$ cat src/rtl/divpair_pkg.sv
package divpair_pkg;
    typedef enum logic [1:0] {
        CNT_IDLE = 2'd0,
        CNT_RUN  = 2'd1,
        CNT_TERM = 2'd2
    } cnt_state_t;
endpackage

$ cat src/rtl/quarter_prescaler.sv
module quarter_prescaler (
    input  logic clk,
    input  logic rst_n,
    input  logic in_en,
    output logic tick
);
    logic [1:0] phase;

    always_ff @(posedge clk) begin
        if (!rst_n)
            phase <= 2'd0;
        else if (in_en)
            phase <= phase + 2'd1;
    end

    always_comb tick = in_en && (phase == 2'd3);

    // every prescaled tick is followed by a cycle without one
    assert_tick_spacing_R4: assert property (@(posedge clk) disable iff (!rst_n)
        tick |=> !tick);
endmodule

$ cat src/rtl/ratio_counter.sv
module ratio_counter
    import divpair_pkg::*;
#(
    parameter int W   = 16,
    parameter int MIN = 1056
) (
    input  logic         clk,
    input  logic         rst_n,
    input  logic         step,
    input  logic [W-1:0] ratio,
    output logic         pulse
);
    localparam logic [W-1:0] FLOOR = W'(MIN);
    localparam logic [W-1:0] ONE   = W'(1);

    cnt_state_t   state, nxt;
    logic [W-1:0] cnt;
    logic [W-1:0] eff;

    always_comb eff = (ratio < FLOOR) ? FLOOR : ratio;

    always_comb begin
        nxt = state;
        if (step) begin
            unique case (state)
                CNT_IDLE: nxt = CNT_TERM;
                CNT_RUN:  nxt = (cnt == '0) ? CNT_TERM : CNT_RUN;
                CNT_TERM: nxt = CNT_RUN;
                default:  nxt = CNT_IDLE;
            endcase
        end
    end

    always_ff @(posedge clk) begin
        if (!rst_n)
            state <= CNT_IDLE;
        else
            state <= nxt;
    end

    always_ff @(posedge clk) begin
        if (!rst_n)
            cnt <= '0;
        else if (step) begin
            unique case (state)
                CNT_IDLE: cnt <= eff - ONE;
                CNT_RUN:  cnt <= (cnt == '0) ? eff - ONE : cnt - ONE;
                CNT_TERM: cnt <= cnt - ONE;
                default:  cnt <= '0;
            endcase
        end
    end

    always_comb pulse = (state == CNT_TERM);

    assert_hold_without_step_R8: assert property (@(posedge clk) disable iff (!rst_n)
        !step |=> $stable(pulse));

    assert_term_one_step_R6: assert property (@(posedge clk) disable iff (!rst_n)
        (state == CNT_TERM && step) |=> (state == CNT_RUN));

    // a reload never holds less than the clamped floor minus one
    assert_reload_floor_R3: assert property (@(posedge clk) disable iff (!rst_n)
        $rose(pulse) |-> (cnt >= FLOOR - ONE));
endmodule

$ cat src/rtl/divider_pair.sv
module divider_pair #(
    parameter int R_W   = 14,
    parameter int N_W   = 16,
    parameter int R_MIN = 5,
    parameter int N_MIN = 1056
) (
    input  logic           clk,
    input  logic           rst_n,
    input  logic           ref_en,
    input  logic           fb_en,
    input  logic [R_W-1:0] r_word,
    input  logic [N_W-1:0] n_word,
    output logic           fr_pulse,
    output logic           fv_pulse
);
    logic pre_tick;

    quarter_prescaler u_pre (
        .clk   (clk),
        .rst_n (rst_n),
        .in_en (ref_en),
        .tick  (pre_tick)
    );

    ratio_counter #(.W(R_W), .MIN(R_MIN)) u_rcnt (
        .clk   (clk),
        .rst_n (rst_n),
        .step  (pre_tick),
        .ratio (r_word),
        .pulse (fr_pulse)
    );

    ratio_counter #(.W(N_W), .MIN(N_MIN)) u_ncnt (
        .clk   (clk),
        .rst_n (rst_n),
        .step  (fb_en),
        .ratio (n_word),
        .pulse (fv_pulse)
    );
endmodule

$ cat config.mk
export PLATFORM = sky130hd
export DESIGN_NAME = divider_pair
export DESIGN_NICKNAME = d
export VERILOG_FILES = /design/src/rtl/divpair_pkg.sv /design/src/rtl/quarter_prescaler.sv /design/src/rtl/ratio_counter.sv /design/src/rtl/divider_pair.sv
export SDC_FILE = /design/constraint.sdc
export NUM_CORES = 1
export LEC_CHECK = 0
export CAP_MARGIN = 15
export CORE_MARGIN = 1.5
export CORE_UTILIZATION = 45
export CTS_CLUSTER_DIAMETER = 100
export DETAILED_ROUTE_END_ITERATION = 8
export DONT_BUFFER_PORTS = 1
export GPL_ROUTABILITY_DRIVEN = 0
export PLACE_DENSITY = 0.57
export SLEW_MARGIN = 0
export SYNTH_ARGS = -nofsm -noshare
export SYNTH_HDL_FRONTEND = slang
export SYNTH_SLANG_ARGS = --single-unit
$ cat constraint.sdc
create_clock -name clk -period 4.2 [get_ports clk]
set_clock_uncertainty 0.05 [all_clocks]
set_input_delay 0.84 -clock clk [delete_from_list [all_inputs] [get_ports clk]]
set_output_delay 0.84 -clock clk [all_outputs]
set_load 0.02 [all_outputs]
* Yosys cells after proc, flatten, opt, wreduce, memory -nomap -nowiden
Index checks and enable logic that the tools add are counted.
** Word-level totals
- Bits of input ports :: 34
- Register bits :: 36
** Operators by class
- Magnitude comparators :: 2
- Reduce and logical (&&, ||, !) cells :: 5
- Multiplexer cells :: 10
- Eq/ne operators :: 5
- $add $sub $neg :: 5
** Operator list (number)
- $pmux 16 s3 :: 1
- $pmux 14 s3 :: 1
- $mux 16 :: 2
- $sub 16x1->16 const B :: 2
- $mux 14 :: 2
- $sub 14x1->14 const B :: 2
- $logic_not 16->1 :: 1
- $lt 16x11->1 const B :: 1
- $logic_not 14->1 :: 1
- $lt 14x3->1 const B :: 1
- $pmux 2 s3 :: 2
- $eq 2x2->1 const B :: 3
- $eq 2x1->1 const B :: 2
- $logic_not 2->1 :: 2
- $mux 2 :: 2
- $add 2x1->2 const B :: 1
- $logic_and 1x1->1 :: 1

* Longest topological paths before layout
Gate-level depths: netlist of run 1.
- Word-level depth :: 5
- Depth in mapped cells :: 11

* Cells and area by module
Synthesis of run 1 repeated with hierarchy kept, for this count alone.
** Unflattened totals
- Cells, all modules :: 407
- Area total of the unflattened synthesis :: 3047.9 um2
** Modules (own cells, without submodules)
- ratio_counter at u_ncnt :: area an instance 1612.8 um2, seq. area each 360.3 um2, times used 1, cells each 221
- ratio_counter at u_rcnt :: area an instance 1343.8 um2, seq. area each 320.3 um2, times used 1, cells each 178
- quarter_prescaler :: area an instance 91.3 um2, seq. area each 40.0 um2, times used 1, cells each 8

* Worst setup path after synthesis of run 1
OpenSTA, ideal clock, no wires.
- Path type :: in2reg
- From :: input port r_word[12]
- To :: register u_rcnt.cnt[12]
- Buffers on the path :: 0
- Library setup time :: 132 ps
- Stages :: 11
- Slack :: 821 ps
- Arrival time :: 3197 ps
- Path through :: or4_4 > nor4_4 > inv_1 > o21ai_0 > ha_1 > nor3b_1 > o2111ai_1 > nor4_1 > xor2_1 > a22oi_1 > a21oi_1
** On the way
- Word-level cells in the longest chain between the ends :: 5
** Ends and longest elaborated chain
- start: declaration :: RTL line divider_pair.sv:11 : input logic [R_W-1:0] r_word,
- $lt 14x3->1 :: RTL line ratio_counter.sv:20 : always_comb eff = (ratio < FLOOR) ? FLOOR : ratio;
- $mux 14 * :: RTL line ratio_counter.sv:20
- $sub 14x1->14 * :: RTL line ratio_counter.sv:46, ratio_counter.sv:47
- $mux 14 :: RTL line ratio_counter.sv:47 : CNT_RUN: cnt <= (cnt == '0) ? eff - ONE : cnt - ONE;
- $pmux 14 s3 * :: RTL line ratio_counter.sv:45 : unique case (state)
- end signal: assignment :: RTL line ratio_counter.sv:46 : CNT_IDLE: cnt <= eff - ONE;
- end signal: assignment :: RTL line ratio_counter.sv:47
- end signal: assignment :: RTL line ratio_counter.sv:48 : CNT_TERM: cnt <= cnt - ONE;
- end: declaration :: RTL line ratio_counter.sv:17 : logic [W-1:0] cnt;
Mark *: on every way between the ends. The rest lies on a longest branch, timed or not.
A chain may end at the register's enable or synchronous reset.

* Worst setup path after layout of run 1
Same ends and word-level chain as after synthesis.

==> results of run 1 <==
==> stage by stage <==
| step | setup WS, ns | std cells |
|---|---|---|
| finish | 0.950 | 441 |
| global route | 0.772 | 441 |
| CTS | 0.962 | 441 |
| detailed placement | 0.640 | 433 |
| global placement | 0.699 | 433 |
| floorplan | 0.821 | 369 |
==> per-layer routing <==
metal  GRT usage (%)  vias to the layer above  wire (microns)
met1            27.1                     1296            3170
met4            10.0                        0             108
met2            40.4                       96            3640
met3            4.78                       11             410
met5               0                        -               0
li1                -                     1389               -
==> registers in the layout, indices dropped and copies added, names as in the netlist <==
register      flops
u_ncnt.cnt       16
u_ncnt.state      2
u_pre.phase       2
u_rcnt.cnt       14
u_rcnt.state      2
==> path summary, 6_finish.rpt <==
path / end / slack (ns) / cells after the start
hold / removal: u_ncnt.cnt[11]$_SDFFE_PN0P_ / 0.44 / 2
hold reg to reg: u_ncnt.cnt[11]$_SDFFE_PN0P_ / 0.44 / 2
setup reg to reg: u_ncnt.cnt[13]$_SDFFE_PN0P_ / 1.63 / 8
setup / recovery: u_rcnt.cnt[12]$_SDFFE_PN0P_ / 0.95 / 11
==> power by group through the flow <==
stage / registers, mW / clock network (mW) / logic, mW
6_report: 0.385 / 0.315 / 0.185
4_1_cts: 0.384 / 0.324 / 0.184
3_3_place_gp: 0.392 / 0 / 0.183
3_5_place_dp: 0.391 / 0 / 0.183
5_1_grt: 0.388 / 0.340 / 0.208
2_1_floorplan: 0.385 / 0 / 0.154
==> cells by family (layout without fill, tap and decap cells) <==
family / count (synthesis) / after routing
buffers and inverters: 25 / 22
AND/OR/NAND/NOR: 172 / 172
XOR/XNOR: 16 / 16
AO/OA/AOI/OAI: 112 / 112
adder cells (fa/ha/maj): 6 / 6
flip-flops: 36 / 36
multiplexers: 2 / 2
==> Yosys cell counts (4+ instances only) <==
master,instances,area [sq um]
nand2_1,41,154
dfxtp_1,36,721
nor2_1,32,120
o21ai_0,29,145
a21oi_1,23,115
nand3_1,15,75.1
nor3_1,15,75.1
inv_1,13,48.8
clkbuf_1,11,41.3
nand4_1,8,50.1
or3_1,8,50.1
xnor2_1,8,70.1
xor2_1,8,70.1
a31oi_1,6,37.5
o21a_1,6,45.0
or4_1,6,45.0
a32oi_1,5,43.8
ha_1,5,62.6
nand2b_1,5,31.3
nor4_1,5,31.3
o211ai_1,5,37.5
a22oi_1,4,30.0
and2_1,4,25.0
nor2b_1,4,25.0
nor3_2,4,40.0
nor3b_1,4,30.0
nor4_2,4,50.1
o31ai_1,4,30.0
==> tightest hold or removal path: stages, from the launching register on <==
cell,delay [ns]
dfxtp_1,0.32
nand3_1,0.06
a31oi_1,0.06
==> final cells by class <==
type | count | area share [%]
sequential | 36 | 24.3
multi-input combinational | 308 | 66.8
clock inverter | 3 | 1.44
tap | 75 | 3.17
clock buffer | 5 | 2.32
timing repair buffer | 1 | 0.253
inverter | 13 | 1.65
==> results.md, run 1 <==
- Worst hold start: u_ncnt.cnt[11]$_SDFFE_PN0P_
- Register area share after synthesis: 25.7%
- P_sw: 276 uW
- Hold Slack: around 0.44 ns
- Post-Synth Adder-Cell Area: 2.59%
- Crit-path cells: or4_4 -> nor4_4 -> inv_1 -> o21ai_0 -> ha_1 -> nor3b_1 -> o2111ai_1 -> nor4_1 -> xor2_1 -> a22oi_1 -> a21oi_1
- Starting Density: a little under half
- Congestion Overflow GR: 0
- Dpl cell area: 2850 sq um
- Final setup viols: 0
- WL final: roughly 7.3 mm
- Slew HR: 49.8%
- Area growth, synth to finish: 5.72%
- Antenna Violating Nets Remaining: 0
- Net Count, Synth: 408
- PwrDens: between 200 and 300 nW/um^2
- Startpoint Class: input pin
- MaxCap Viol Count: 0
- FF+latch count, synth: 36
- NumNets Final: 404
- Finished Core Util: 49.7%
- Worst-path clk slew: 0.08 ns
- Tmin final: 3.25 ns
- WP data required: 4.30 ns
- Final Max Tran Viols: 0
- H-tree levels: 2
- Delay-heaviest family, CP: simple AND/OR/NAND/NOR gates
- CTS resizes: 0
- Avg Cell Area, Syn: 7.59 sq um
- Comb power frac: a little over a fifth
- Largest net degree at the start of global routing: 24
- Clock Sinks: 36
- Crit path DAT: 3.35 ns
- Design Power: 885 uW
- Fillers: 610
- Final Hold Vio Count: 0
- Hold/Removal Path Class: reg -> reg
- Multi-input logic area: a little under 2000 sq um
- Commonest non-fill, non-tap cell in the layout: nand2_1
- R2r startpoint: u_ncnt.cnt[0]$_SDFFE_PN0P_
- CP max-delay cell: or4_4
- DRC viols: 0
- DRT iter0 DRCs: 109
- Fin Setup TNS: 0 ns
- Period utilisation layout: 77.4%
- Die area: between 6000 and 7000 sq um
- Post-CTS Setup Bufs: 0
- Top FF cell, synth: dfxtp_1
- Gr usage total: a little under a quarter
- Internal: slightly above 600 uW
- Post-DR wirelength/cell: about 17 microns
- Asr flop ratio synth: 0%
- Switching share of power: 31.2%
- Share of cells above drive strength 1: ~8%
- Sequential power share: 43.5%
- Synth warnings: 0
- Die height: 81.9 microns
- Critical path class: in -> reg
- CTS tree: done
- Hold-fix buffer count after cts: 0
- Crit Path Max Fanout: 4
- Worst-Skew Late Latency: 0.29 ns
- Post-Synthesis Cell Area: 2800 sq um
- Core region area: 5960 sq um
- EDFF count, synth: 0
- CTS Buf Count: 5
- Compound-Gate Fraction of Synth Area: 26.6%
- Fin area: a little under 3000 sq um
- Drt pass-1 iters: 6
- Global-route wire length before repair: 11.8 mm
- Die Wd: around 82 microns
- Status: complete, no violations
- Yosys cell types: 63
- F_max: slightly above 300 MHz
- HPWL after detailed placement: 5.48 mm
- Avg Vias per Cell: 6.33
- Maximum buffer depth of the clock tree: 2
- RSZ-0062 raised after global routing: no
- Clock Power Share: 35.6%
- Syn Inst Count: 369
- Mux share of post-synthesis cell area: 0.715%
- Post-synthesis xor/xnor area fraction: roughly 5%
- Largest family of logic cells by synthesized area: simple AND/OR/NAND/NOR gates
- Core Rows: 28
- Via Count: 2,792
- CTS root buf: clkbuf_8
- Slew @ Worst Pin: 0.748 ns
- CP endpoint kind: flip-flop
- Port Buffer Count: 0
- Critical path startpoint: r_word[12]
- Critical path's largest stage delay: 0.56 ns
- Vias in the first global route: 2,533
- # IOs: 36
- Simple-gate share of the synthesized area: between 30 and 40%
- Peak VDD IR: 147 uV
- Storage cell area: a little over 700 sq um
- Static leakage: approximately 1.0 nW
- Commonest non-fill, non-tap cells in the layout: nand2_1 (41), dfxtp_1 (36), nor2_1 (32)
- Worst Path Buf+Inv: 1
- Ant. Diodes: 0
- Initial antenna violation count: 0
(Power assumes the default switching activity.)
==> run 2, diff against run 1 <==
==> constraint.sdc (replaced) <==
create_clock -name clk -period 3 [get_ports clk]
set_clock_uncertainty 0.05 [all_clocks]
set_input_delay 0.6 -clock clk [delete_from_list [all_inputs] [get_ports clk]]
set_output_delay 0.6 -clock clk [all_outputs]
set_load 0.02 [all_outputs]
==> run 2 against run 1 <==
  * Wire length is 7.4% higher
  * Non-clock buffer count increased by 10
  * Final area is 3.4% higher
  * Count of clock-buffer cells in the layout did not move
  * Sequential share of layout area is 0.81 points lower
  * Combinational power up 48%
  * Total power increased by 42%
  * Via count increased by 1.1%
  * Cell count up 2.3%
  * Largest power group unchanged
  * Clock power rose by 42%
  * Critical path depth unchanged
  * Die area stayed put
==> results.md, run 2 (synthesis gave the netlist of run 1 again) <==
- Maximum buffer depth of the clock tree: 2 (unchanged)
- CTS tree: done (unchanged)
- Initial antenna violation count: 0 (unchanged)
- Slew HR: 60.8% (was 49.8%)
- CP max-delay cell: or4_4 (unchanged)
- Final Max Tran Viols: 0 (unchanged)
- R2r startpoint: u_ncnt.cnt[0]$_SDFFE_PN0P_ (unchanged)
- Reg2Reg Depth: 8 (unchanged)
- Reg2Reg Setup Slack: 0.71 ns (was 1.63 ns)
- Share of cells above drive strength 1: 11.7% (was 8.20%)
- Die Wd: 81.9 microns (unchanged)
- Tmin final: 2.78 ns
- Commonest non-fill, non-tap cell in the layout: nand2_1 (unchanged)
- Antenna Violating Nets Remaining: 0 (unchanged)
- Worst Path Buf+Inv: 1 (unchanged)
- Ant. Diodes: 0 (unchanged)
- F_max: 360 MHz
- H-tree levels: 2 (unchanged)
- Avg Vias per Cell: 6.26 (was 6.33)
- Crit Path Max Fanout: 6 (was 4)
- DP Cell Count: 443 (was 433)
- Post-DR wirelength/cell: 17.5 microns (was 16.6 microns)
- Crit path DAT: 2.93 ns (was 3.35 ns)
- Max FFs per register: 16 (unchanged)
- NumNets Final: 414 (was 404)
- Critical path's largest stage delay: 0.54 ns (was 0.56 ns)
- Final Instance Count excl. Fillers: 451 (was 441)
- Hold Path Depth: 1 (was 2)
- Worst-path clk slew: 0.08 ns (about the same)
- CTS resizes: 0 (unchanged)
- PwrDens: 412 nW/um^2 (was 299 nW/um^2)
- Worst-Skew Late Latency: 0.30 ns (was 0.29 ns)
- DRT iter0 DRCs: 101 (was 109)
- Slew @ Worst Pin: 0.586 ns (was 0.748 ns)
- Fin area: 3060 sq um (was 2960 sq um)
- Final Hold Vio Count: 0 (unchanged)
- Gr usage total: 25.3% (was 23.1%)
- Post-CTS Setup Bufs: 0 (unchanged)
- Starting Density: 47.0% (unchanged)
- Core Rows: 28 (unchanged)
- Peak VDD IR: 172 uV (was 147 uV)
- Critical path class: in -> reg (unchanged)
- Die height: 81.9 microns (unchanged)
- Hold-fix buffer count after cts: 0 (unchanged)
- Hold/Removal Path Class: in -> reg (was reg -> reg)
- Port Buffer Count: 0 (unchanged)
- Crit-path cells: or4_4 -> nor4_4 -> inv_1 -> o21ai_1 -> ha_2 -> nor3b_4 -> nand2_1 -> o31ai_1 -> nand2_1 -> a22o_1 -> o21a_1 (was or4_4 -> nor4_4 -> inv_1 -> o21ai_0 -> ha_1 -> nor3b_1 -> o2111ai_1 -> nor4_1 -> xor2_1 -> a22oi_1 -> a21oi_1)
- Status: complete, no violations (unchanged)
- HPWL after detailed placement: 5.82 mm (was 5.48 mm)
- Dpl cell area: 2950 sq um (was 2850 sq um)
- Die area: 6710 sq um (unchanged)
- Drt pass-1 iters: 5 (was 6)
- WP data required: 3.15 ns (was 4.30 ns)
- Design Power: 1.26 mW (was 885 uW)
- # IOs: 36 (unchanged)
- Hold Slack: 0.382 ns (was 0.438 ns)
- Reg2Reg Capture Point: u_ncnt.cnt[8]$_SDFFE_PN0P_ (was u_ncnt.cnt[13]$_SDFFE_PN0P_)
- Area growth, synth to finish: 9.33% (was 5.72%)
- Commonest non-fill, non-tap cells in the layout: nand2_1 (41), dfxtp_1 (36), nor2_1 (32) (unchanged)
- Core region area: 5960 sq um (unchanged)
- Vias in the first global route: 2,734 (was 2,533)
- CTS Buf Count: 5 (unchanged)
- Fin Setup TNS: 0 ns (unchanged)
- DRC viols: 0 (unchanged)
- Period utilisation layout: around 90%
- Most common cell on crit path: nand2_1
- CP endpoint kind: flip-flop (unchanged)
- Via Count: 2,822 (was 2,792)
- Critical path startpoint: r_word[9] (was r_word[12])
- Global-route wire length before repair: 12.9 mm (was 11.8 mm)
- Worst Hold Endpoint: u_rcnt.cnt[8]$_SDFFE_PN0P_ (was u_ncnt.cnt[11]$_SDFFE_PN0P_)
- Delay-heaviest family, CP: simple AND/OR/NAND/NOR gates (unchanged)
- MaxCap Viol Count: 0 (unchanged)
- Final setup viols: 0 (unchanged)
- WL final: 7.87 mm (was 7.33 mm)
- Largest net degree at the start of global routing: 24 (unchanged)
- CTS root buf: clkbuf_8 (unchanged)
- Worst hold start: rst_n (was u_ncnt.cnt[11]$_SDFFE_PN0P_)
- Static leakage: 1.09 nW (was 1.03 nW)
- Top flop regs: u_ncnt.cnt: 16 flops, u_rcnt.cnt: 14 flops (unchanged)
- RSZ-0062 raised after global routing: no (unchanged)
- Largest reg by FF count: u_ncnt.cnt (unchanged)
- Congestion Overflow GR: 0 (unchanged)
- Startpoint Class: input pin (unchanged)
- Clock Sinks: 36 (unchanged)
## run 2: metal layers
metal | GRT usage (%) | share of wire (%)
met5 | 0 | 0
met4 | 12.5 | 3.0
met2 | 45.7 | 49
met3 | 3.89 | 5.0
met1 | 28.6 | 43
## run 2: report_power, final
part / total [mW] / leakage [nW] / switching (mW) / internal [mW]
Clock: 0.447 / 0.0541 / 0.201 / 0.246
Sequential: 0.539 / 0.294 / 0.0338 / 0.505
Combinational: 0.274 / 0.738 / 0.165 / 0.109
## run 2: layout make-up
| cell class | count | area (sq um) |
|---|---|---|
| clock inverter | 3 | 42.5 |
| sequential | 36 | 721 |
| fill | 609 | 2890 |
| inverter | 13 | 48.8 |
| multi-input combinational | 308 | 2010 |
| timing repair buffer | 11 | 82.6 |
| clock buffer | 5 | 68.8 |
| tap | 75 | 93.8 |
## run 2: worst max-delay path by stage
stage,end,depth (start not counted)
floorplan,u_rcnt.cnt[12]$_SDFFE_PN0P_,11
finish,u_rcnt.cnt[8]$_SDFFE_PN0P_,11
detailed placement,u_rcnt.cnt[8]$_SDFFE_PN0P_,11
CTS,u_rcnt.cnt[8]$_SDFFE_PN0P_,11
global route,u_rcnt.cnt[12]$_SDFFE_PN0P_,11
global placement,u_rcnt.cnt[12]$_SDFFE_PN0P_,11
## run 2: per-stage QoR
stage | utilization [%] | setup slack [ns]
3_3_place_gp | 49.6 | -0.00284
2_1_floorplan | - | -0.0851
4_1_cts | 51.4 | 0.216
5_1_grt | 51.4 | 0.0432
6_report | 51.4 | 0.219
3_5_place_dp | 49.6 | -0.0917
## run 2: worst register-to-register path, delay by kind of cell, from the launching register on
| kind | cells | cell delay (ns) |
|---|---|---|
| buffers and inverters | 1 | 0.11 |
| adders and majority gates | 1 | 0.20 |
| DFF | 1 | 0.35 |
| AOI/OAI and AO/OA | 2 | 0.55 |
| and+or+nand+nor | 4 | 0.96 |
